**src/rtl/sc_xcvr_pkg.sv**
```systemverilog
package sc_xcvr_pkg;

  typedef struct packed {
    logic       gsm;
    logic       blk;
    logic       odd;
    logic [1:0] clkSel;
  } cfg_t;

  // strobes from control to datapath
  typedef struct packed {
    logic txAccept;
    logic txReload;
    logic txShift;
    logic txDriveEn;
    logic setTxEnd;
    logic setTxErr;
    logic rxShift;
    logic rxFinish;
    logic errDrive;
  } strobe_t;

  localparam int CharBits  = 8;
  localparam int LastBit   = 9;   // parity bit index within the frame
  localparam int ChkEtu    = 11;  // error-signal check point (etu)
  localparam int RetryEtu  = 12;  // last etu before a repeat starts

endpackage

```
**src/rtl/sc_xcvr_ctrl.sv**
```systemverilog
module sc_xcvr_ctrl
  import sc_xcvr_pkg::*;
#(
  parameter int ETU_SEL0 = 32,
  parameter int ETU_SEL1 = 64,
  parameter int ETU_SEL2 = 372,
  parameter int ETU_SEL3 = 256
) (
  input  logic    clk,
  input  logic    rstN,
  input  cfg_t    cfg,
  input  logic    txStart,
  input  logic    lineIn,
  input  logic    rxParErr,
  output strobe_t stb,
  output logic    txBusy,
  output logic    rxBusy
);

  localparam int Max01  = (ETU_SEL0 > ETU_SEL1) ? ETU_SEL0 : ETU_SEL1;
  localparam int Max23  = (ETU_SEL2 > ETU_SEL3) ? ETU_SEL2 : ETU_SEL3;
  localparam int MaxEtu = (Max01 > Max23) ? Max01 : Max23;
  localparam int CW     = $clog2(MaxEtu);
  localparam int EW     = 4;

  logic [CW-1:0] etuLen, halfLen, lastCyc;

  always_comb begin
    case (cfg.clkSel)
      2'b00:   etuLen = CW'(ETU_SEL0);
      2'b01:   etuLen = CW'(ETU_SEL1);
      2'b10:   etuLen = CW'(ETU_SEL2);
      default: etuLen = CW'(ETU_SEL3);
    endcase
  end
  assign halfLen = etuLen >> 1;
  assign lastCyc = etuLen - CW'(1);

  // transmit timing
  logic          txActive, retry;
  logic [EW-1:0] tEtu;
  logic [CW-1:0] tCyc;
  // receive timing
  logic          rxActive, errOn, prevLine;
  logic [EW-1:0] rEtu;
  logic [CW-1:0] rCyc;

  logic accept, tEnd, chk11, rEnd, rMid, rxStart;

  assign accept  = txStart && !txActive && !rxActive;
  assign tEnd    = (tCyc == lastCyc);
  assign chk11   = txActive && (tEtu == EW'(ChkEtu)) && (tCyc == '0);
  assign rEnd    = (rCyc == lastCyc);
  assign rMid    = (rCyc == halfLen);
  assign rxStart = !txActive && !rxActive && !accept && prevLine && !lineIn;

  always_comb begin
    stb           = '0;
    stb.txAccept  = accept;
    stb.txShift   = txActive && tEnd;
    stb.txReload  = txActive && tEnd && retry && (tEtu == EW'(RetryEtu));
    stb.txDriveEn = txActive && (tEtu <= EW'(LastBit));
    stb.setTxErr  = chk11 && !cfg.blk && !lineIn;
    stb.setTxEnd  = (chk11 && (cfg.blk || (cfg.gsm && lineIn))) ||
                    (txActive && !retry && (tEtu == EW'(RetryEtu)) && (tCyc == halfLen));
    stb.rxShift   = rxActive && rMid && (rEtu >= EW'(1)) && (rEtu <= EW'(CharBits));
    stb.rxFinish  = rxActive && rMid && (rEtu == EW'(LastBit));
    stb.errDrive  = errOn;
  end

  always_ff @(posedge clk or negedge rstN) begin
    if (!rstN) begin
      txActive <= 1'b0;
      retry    <= 1'b0;
      tEtu     <= '0;
      tCyc     <= '0;
    end else if (accept) begin
      txActive <= 1'b1;
      retry    <= 1'b0;
      tEtu     <= '0;
      tCyc     <= '0;
    end else if (txActive) begin
      if (tEnd) begin
        tCyc <= '0;
        if (stb.txReload) begin
          tEtu  <= '0;
          retry <= 1'b0;
        end else begin
          tEtu <= tEtu + EW'(1);
        end
      end else begin
        tCyc <= tCyc + CW'(1);
      end
      if (stb.setTxErr) retry    <= 1'b1;
      if (stb.setTxEnd) txActive <= 1'b0;
    end
  end

  always_ff @(posedge clk or negedge rstN) begin
    if (!rstN) begin
      rxActive <= 1'b0;
      errOn    <= 1'b0;
      prevLine <= 1'b1;
      rEtu     <= '0;
      rCyc     <= '0;
    end else begin
      prevLine <= lineIn;
      if (rxStart) begin
        rxActive <= 1'b1;
        rEtu     <= '0;
        rCyc     <= CW'(1);
      end else if (rxActive) begin
        if (rEnd) begin
          rCyc <= '0;
          rEtu <= rEtu + EW'(1);
        end else begin
          rCyc <= rCyc + CW'(1);
        end
        if (rMid && (rEtu == '0) && lineIn) rxActive <= 1'b0;
        if (rMid && (rEtu == EW'(LastBit + 1))) begin
          if (!cfg.blk && rxParErr) errOn    <= 1'b1;
          else                      rxActive <= 1'b0;
        end
        if (rMid && (rEtu == EW'(ChkEtu))) begin
          errOn    <= 1'b0;
          rxActive <= 1'b0;
        end
      end
    end
  end

  assign txBusy = txActive;
  assign rxBusy = rxActive;

endmodule

```
**src/rtl/sc_xcvr_dp.sv**
```systemverilog
module sc_xcvr_dp
  import sc_xcvr_pkg::*;
(
  input  logic          clk,
  input  logic          rstN,
  input  logic          cfgWe,
  input  logic [4:0]    cfgWdata,
  input  strobe_t       stb,
  input  logic [CharBits-1:0] txByte,
  input  logic          lineIn,
  output cfg_t          cfg,
  output logic          pullLow,
  output logic          txEnd,
  output logic          txErr,
  output logic [CharBits-1:0] rxData,
  output logic          rxValid,
  output logic          rxParErr
);

  localparam int FrameW = CharBits + 2;

  function automatic logic parBit(input logic [CharBits-1:0] d, input logic odd);
    return (^d) ^ odd;
  endfunction

  logic [CharBits-1:0] txHold, rxSh;
  logic [FrameW-1:0]   txSh;

  always_ff @(posedge clk or negedge rstN) begin
    if (!rstN) cfg <= '0;
    else if (cfgWe) cfg <= cfg_t'(cfgWdata);
  end

  always_ff @(posedge clk or negedge rstN) begin
    if (!rstN) begin
      txHold <= '0;
      txSh   <= '1;
      txEnd  <= 1'b0;
      txErr  <= 1'b0;
    end else begin
      if (stb.txAccept) begin
        txHold <= txByte;
        txSh   <= {parBit(txByte, cfg.odd), txByte, 1'b0};
        txEnd  <= 1'b0;
        txErr  <= 1'b0;
      end else if (stb.txReload) begin
        txSh <= {parBit(txHold, cfg.odd), txHold, 1'b0};
      end else if (stb.txShift) begin
        txSh <= {1'b1, txSh[FrameW-1:1]};
      end
      if (stb.setTxEnd) txEnd <= 1'b1;
      if (stb.setTxErr) txErr <= 1'b1;
    end
  end

  always_ff @(posedge clk or negedge rstN) begin
    if (!rstN) begin
      rxSh     <= '0;
      rxData   <= '0;
      rxValid  <= 1'b0;
      rxParErr <= 1'b0;
    end else begin
      rxValid <= stb.rxFinish;
      if (stb.rxShift) rxSh <= {lineIn, rxSh[CharBits-1:1]};
      if (stb.rxFinish) begin
        rxData   <= rxSh;
        rxParErr <= ((^rxSh) ^ lineIn) != cfg.odd;
      end
    end
  end

  assign pullLow = (stb.txDriveEn && !txSh[0]) || stb.errDrive;

endmodule

```
**src/rtl/sc_xcvr.sv**
```systemverilog
module sc_xcvr
  import sc_xcvr_pkg::*;
#(
  parameter int ETU_SEL0 = 32,
  parameter int ETU_SEL1 = 64,
  parameter int ETU_SEL2 = 372,
  parameter int ETU_SEL3 = 256
) (
  input  logic       clk,
  input  logic       rstN,
  input  logic       cfgWe,
  input  logic [4:0] cfgWdata,
  input  logic       txStart,
  input  logic [7:0] txByte,
  output logic       txBusy,
  output logic       txEnd,
  output logic       txErr,
  output logic [7:0] rxData,
  output logic       rxValid,
  output logic       rxParErr,
  input  logic       lineIn,
  output logic       pullLow
);

  cfg_t    cfg;
  strobe_t stb;
  logic    rxBusy;
  logic    cfgBlk;

  assign cfgBlk = cfg.blk;

  sc_xcvr_ctrl #(
    .ETU_SEL0(ETU_SEL0), .ETU_SEL1(ETU_SEL1),
    .ETU_SEL2(ETU_SEL2), .ETU_SEL3(ETU_SEL3)
  ) ctrl_i (
    .clk(clk), .rstN(rstN), .cfg(cfg), .txStart(txStart), .lineIn(lineIn),
    .rxParErr(rxParErr), .stb(stb), .txBusy(txBusy), .rxBusy(rxBusy)
  );

  sc_xcvr_dp dp_i (
    .clk(clk), .rstN(rstN), .cfgWe(cfgWe), .cfgWdata(cfgWdata), .stb(stb),
    .txByte(txByte), .lineIn(lineIn), .cfg(cfg), .pullLow(pullLow),
    .txEnd(txEnd), .txErr(txErr), .rxData(rxData), .rxValid(rxValid),
    .rxParErr(rxParErr)
  );

endmodule

```
**config.mk**
```make
export PLATFORM = sky130hd
export DESIGN_NAME = sc_xcvr
export DESIGN_NICKNAME = d
export VERILOG_FILES = /design/src/rtl/sc_xcvr_pkg.sv /design/src/rtl/sc_xcvr_ctrl.sv /design/src/rtl/sc_xcvr_dp.sv /design/src/rtl/sc_xcvr.sv
export SDC_FILE = /design/constraint.sdc
export NUM_CORES = 1
export LEC_CHECK = 0
export BUFFER_PORTS_ARGS = -buffer_cell sky130_fd_sc_hd__buf_4
export CAP_MARGIN = 15
export CORE_ASPECT_RATIO = 2
export CORE_MARGIN = 2
export CORE_UTILIZATION = 30
export DETAILED_ROUTE_END_ITERATION = 6
export SLEW_MARGIN = 30
export SYNTH_ARGS = -nofsm -noshare
export SYNTH_HDL_FRONTEND = slang
export SYNTH_SLANG_ARGS = --single-unit
```
**constraint.sdc**
```tcl
create_clock -name clk -period 2.05 [get_ports clk]
set_input_delay 0.205 -clock clk [delete_from_list [all_inputs] [get_ports clk]]
set_output_delay 0.205 -clock clk [all_outputs]
set_load 0.02 [all_outputs]
```
== Word-level counts from Yosys, hierarchy flattened ==
Index checks and enable logic that the tools add are counted.

* Output and inout port bits: 14
* Register bits: 74
* Bits of input ports: 18
* Logic and storage cells: 142

* Bitwise logic cells: 4
* Add/subtract/negate cells: 5
* Mux-type cells: 37
* Order comparisons: 3
* Eq/ne operators: 12
* Reductions and logical operators: 60

{| class="wikitable"
|+ Operators with widths
! operator !! number
|-
| $mux 9 || 6
|-
| $mux 10 || 3
|-
| $logic_and 1x1->1 || 29
|-
| $mux 4 || 7
|-
| $pmux 9 s3 || 1
|-
| $reduce_xor 8->1 || 3
|-
| $eq 4x4->1 const B || 5
|-
| $mux 1 || 20
|-
| $add 9x1->9 const B || 2
|-
| $eq 9x8->1 || 2
|-
| $eq 9x9->1 || 2
|-
| $reduce_bool 2->1 || 8
|-
| $logic_not 9->1 || 1
|-
| $reduce_bool 3->1 || 3
|-
| $sub 9x1->9 const B || 1
|-
| $add 4x1->4 const B || 2
|-
| $le 4x4->1 const B || 2
|-
| $logic_not 1->1 || 7
|-
| $ge 4x1->1 const B || 1
|-
| $logic_not 4->1 || 1
|-
| $reduce_and 2->1 || 2
|-
| $reduce_and 4->1 || 1
|-
| $logic_or 1x1->1 || 3
|-
| $reduce_and 3->1 || 1
|-
| other kinds (6) || 8
|}

== Depth between registers and ports, before layout ==
* Depth after elaboration: 12
* Mapped depth: 9
* Mapped depth without buffers: 7

== Cells and area by module ==
Synthesis repeated with hierarchy kept, for this count alone.

* Cell total of the unflattened synthesis: 421
* Area total of the unflattened synthesis: 4219.0 sq um

{| class="wikitable"
|+ By module, submodules not included
! module !! area each (sq um) !! times used !! seq. area each (sq um) !! cells each
|-
| sc_xcvr_ctrl || 2252.2 || 1 || 777.0 || 257
|-
| sc_xcvr_dp || 1966.9 || 1 || 1088.5 || 164
|}

== Least setup slack after synthesis ==
No wires, ideal clock.

* Kind: register to register
* From: register dp_i.cfg[0] (netlist name)
* To: register dp_i.rxData[0]
* Slack: -0.059 ns
* Cell stages (with the launch flop): 10
* Required time: 1.925 ns
* Clock period less this slack: 2.109 ns
* Library setup time: 0.125 ns
* Arrival: 1.984 ns
* Buffers on the path: 2
* Cell sequence: dfrtp_1 > inv_1 > ha_1 > buf_6 > nor3_1 > o211ai_2 > a31oi_4 > and4_1 > buf_6 > mux2_4

* Longest elaborated chain between the ends: 5
* Elaborated cells on any way between the ends: 7
* Classes of those cells: 3 x eq/ne; 1 x mux; 3 x reduce/logical

{| class="wikitable"
|+ RTL lines
! what !! RTL line !! text
|-
| $eq 2x2->1, or another cell as far along || sc_xcvr_ctrl.sv:29 || <nowiki>case (cfg.clkSel)</nowiki>
|-
| $pmux 9 s3 * || sc_xcvr_ctrl.sv:29 ||
|-
| $eq 9x8->1 * || sc_xcvr_ctrl.sv:54 || <nowiki>assign rMid = (rCyc == halfLen);</nowiki>
|-
| $logic_and 1x1->1 * (2 in series) || sc_xcvr_ctrl.sv:67 || <nowiki>stb.rxFinish = rxActive && rMid && (rEtu == EW'(LastBit));</nowiki>
|-
| end signal: assignment || sc_xcvr_dp.sv:66 || <nowiki>rxData <= rxSh;</nowiki>
|-
| end: declaration || sc_xcvr_dp.sv:15 || <nowiki>output logic [CharBits-1:0] rxData,</nowiki>
|}

Mark *: on every way between the ends. The rest lies on a longest branch, timed or not.
A chain may end at the register's enable or synchronous reset.

== Worst setup path in the final report ==
* From: register dp_i.cfg[0] (netlist name)
* To: register dp_i.rxData[3]

* Longest elaborated chain between the ends: 5
* Elaborated cells on any way between the ends: 7
* Classes of those cells: 3 x eq/ne; 1 x mux; 3 x reduce/logical

{| class="wikitable"
|+ RTL lines
! what !! RTL line
|-
| $eq 2x2->1, or another cell as far along || sc_xcvr_ctrl.sv:29
|-
| $pmux 9 s3 * || sc_xcvr_ctrl.sv:29
|-
| $eq 9x8->1 * || sc_xcvr_ctrl.sv:54
|-
| $logic_and 1x1->1 * (2 in series) || sc_xcvr_ctrl.sv:67
|}

Marks and branches as above.

==> out/qor.txt <==
commonest non-fill, non-tap cell in the layout = dfrtp_1
Initial Util = 0.306
P per Cell Area = 1030 nW/um^2
Num CTS Buffers = 9
Yosys reg bits = 74
Post-Syn Area = 4250 sq um
data required time of the worst path = 2.27 ns
row count = 61
PortBufs = 31
GRT overflow = 0
WL final = 10100 microns
post-synth top area share = 0.371
fillcell total = 1423
ys async rst share = 1.00
Synth area leaders = dfrtp_1 (37%), dfstp_2 (6.8%), xnor2_1 (5.2%)
final setup fails = 8
Netlist cell types = 60
Hold Path Class = in -> reg
Final ANT Viol Nets = 0
Die H = 172 microns
antenna cells = 0
most frequent cells in the layout = dfrtp_1 (61), buf_4 (59), nand2_1 (44), xnor2_1 (23), xor2_1 (22)
Routed WL per cell = 15.4 microns
failing checks = setup timing
first-pass GRT wire length = 16900 microns
synth-to-layout area growth = 27.5%
Clock Skew = 0.00780 ns
initial antenna violation count = 0
cell leakage power = 2.52 nW
pin count of the biggest net entering global routing = 39
DR vias/cell = 4.88
Vias = 3209
RSZ-0062 raised after global routing = yes
yosys warns = 0
CTS Root Buffer Type = clkbuf_16
CP Capture Type = flop
RePlAce Congestion = 0.843
worst slew pin tran = 0.586 ns
Worst Path Arrival = 2.28 ns
Boundary Pins = 32
clk slew on worst S/H paths = 0.06 ns
Min Clock Period, post-route = 2.06 ns
Startpoint Class = flop
Max Freq = 485 MHz
Synth Instances = 402
critical path type = reg -> reg
Final period util = 1.01
H-tree Lvls = 3
Slew Limit Fails = 0
HPWL after DPL = 7480 microns
Seq/Total Area, Yosys = 0.439
First-pass DRT Iterations = 4
Synth Flop Type = dfrtp_1
post-layout util = 0.390
Slew headroom = 0.604
clock latency on the worst-skew pair = 0.34 ns
syn_area_per_cell = 10.6 sq um
CORE AREA = 13900 sq um
maximum VDD drop = 0.488 mV
Num Clock Sinks = 74
internal reg-to-reg setup slack = -0.01 ns
outcome = finished, violations left
final worst slack = -0.0122 ns
total of max-cap violations = 0
final hold vios = 0
CTS tree = yes
drt drc = 0
Total GRT Usage = 0.145
Nets = 497
Syn Nets = 436
setup tns final = -0.0386 ns
share of cells above drive strength 1 = 0.329
Iteration-0 DRC Markers = 150
vias in the first global route = 3354
die width = 88.2 microns
Max Root-Sink Buffers = 2
die area = 15200 sq um
cell taking the most area after synthesis = dfrtp_1
Post-synth EDFFs = 0
maximum fanout along the worst path = 9
==> worst paths after layout <==
| check | start | end | depth (start not counted) |
|---|---|---|---|
| setup reg to reg | dp_i.cfg[0]$_DFFE_PN0P_ | dp_i.rxData[3]$_DFFE_PN0P_ | 8 |
| setup / recovery | dp_i.cfg[0]$_DFFE_PN0P_ | dp_i.rxData[3]$_DFFE_PN0P_ | 8 |
| hold reg to reg | dp_i.txEnd$_DFFE_PN0P_ | dp_i.txEnd$_DFFE_PN0P_ | 2 |
| max in group asynchronous | rstN | ctrl_i.prevLine$_DFF_PN1_ | 3 |
| min in group asynchronous | rstN | ctrl_i.tCyc[0]$_DFFE_PN0P_ | 2 |
| hold / removal | lineIn | ctrl_i.prevLine$_DFF_PN1_ | 1 |
==> cell type report <==
cell class | count | area, sq um | area share
Inverter | 12 | 50.0 | 0.00924
Timing Repair Buffer | 66 | 538 | 0.0993
Multi-Input combinational cell | 300 | 2420 | 0.446
Clock buffer | 9 | 225 | 0.0416
Clock inverter | 7 | 83.8 | 0.0155
Sequential cell | 74 | 1870 | 0.345
Tap cell | 189 | 236 | 0.0436
==> Yosys cell counts (3+ instances only) <==
| cell | instances |
|---|---|
| a211o_1 | 5 |
| a21o_1 | 6 |
| a21oi_1 | 8 |
| and2_1 | 5 |
| and3_1 | 13 |
| and4_1 | 3 |
| buf_2 | 4 |
| buf_6 | 3 |
| clkbuf_1 | 6 |
| dfrtp_1 | 63 |
| dfstp_2 | 11 |
| ha_1 | 16 |
| inv_1 | 12 |
| mux2_2 | 11 |
| mux2_4 | 9 |
| mux2i_1 | 11 |
| nand2_1 | 44 |
| nand2b_1 | 5 |
| nand3_1 | 12 |
| nand3b_1 | 3 |
| nand4_1 | 14 |
| nor2_1 | 26 |
| nor3_1 | 6 |
| o211ai_1 | 4 |
| o21ai_0 | 16 |
| or3_1 | 4 |
| xnor2_1 | 25 |
| xor2_1 | 22 |
==> per-layer routing <==
metal,up-vias,part of all wire,GRT usage,routed length (microns)
met1,1571,0.37,0.161,3750
li1,1520,-,-,-
met4,0,0.040,0.0711,405
met5,-,0,0,0
met3,34,0.042,0.0305,430
met2,84,0.55,0.256,5560
==> flip-flops by register name, indices dropped and copies added (netlist names), 4 cells and up <==
| name | flops |
|---|---|
| ctrl_i.tEtu | 4 |
| dp_i.rxSh | 8 |
| ctrl_i.rEtu | 4 |
| ctrl_i.rCyc | 9 |
| dp_i.txSh | 10 |
| dp_i.rxData | 8 |
| dp_i.txHold | 8 |
| dp_i.cfg | 5 |
| ctrl_i.tCyc | 9 |
==> where the power goes <==
part / switching, mW / internal [mW] / leakage (nW) / total, mW
clock: 0.669 / 0.966 / 0.149 / 1.63
combinational: 0.870 / 0.854 / 1.45 / 1.72
sequential: 0.382 / 1.85 / 0.914 / 2.24
total: 1.92 / 3.67 / 2.52 / 5.59
==> kinds of logic (layout without fill, tap and decap cells) <==
kind of cell | after synthesis | after routing | synth area share
AO/OA/AOI/OAI | 54 | 54 | 0.0945
multiplexers | 31 | 31 | 0.0869
XOR/XNOR | 49 | 49 | 0.107
flip-flops | 74 | 74 | 0.439
AND/OR/NAND/NOR | 149 | 150 | 0.192
buffers and inverters | 29 | 94 | 0.0333
adder cells (fa/ha/maj) | 16 | 16 | 0.0471
==> worst max-delay path, cell delays in order, from the launching register on <==
cell and delay (ns):
dfrtp_2 0.44, clkinv_4 0.11, ha_4 0.21, nor3_2 0.20, o21ai_2 0.09, a31oi_4 0.20, and4_4 0.25, buf_12 0.14
mux2_4 0.31
==> metrics by stage <==
stage | worst slack, ns | instance area [sq um] | hold slack (ns) | total power, mW | cells
detailed placement | -0.0925 | 4890 | 0.221 | 3.83 | 636
global route | -0.0859 | 5420 | 0.0207 | 5.93 | 657
global placement | -0.0349 | 4890 | 0.213 | 3.77 | 636
finish | -0.0122 | 5420 | 0.0309 | 5.59 | 657
CTS | -0.0146 | 5330 | 0.0172 | 5.59 | 656
floorplan | 0.00750 | 4260 | -0.0906 | 3.31 | 402
==> what timing repair did <==
action,4_1_cts,5_1_grt
endpoints found under the setup margin,31,40
setup buffers,2,1
resized for setup,19,19
endpoints found under the hold margin,33,0
pin swaps,8,8
hold buffers,1,0
cloned,1,0
Note: power is estimated with default switching activity, not from simulation.
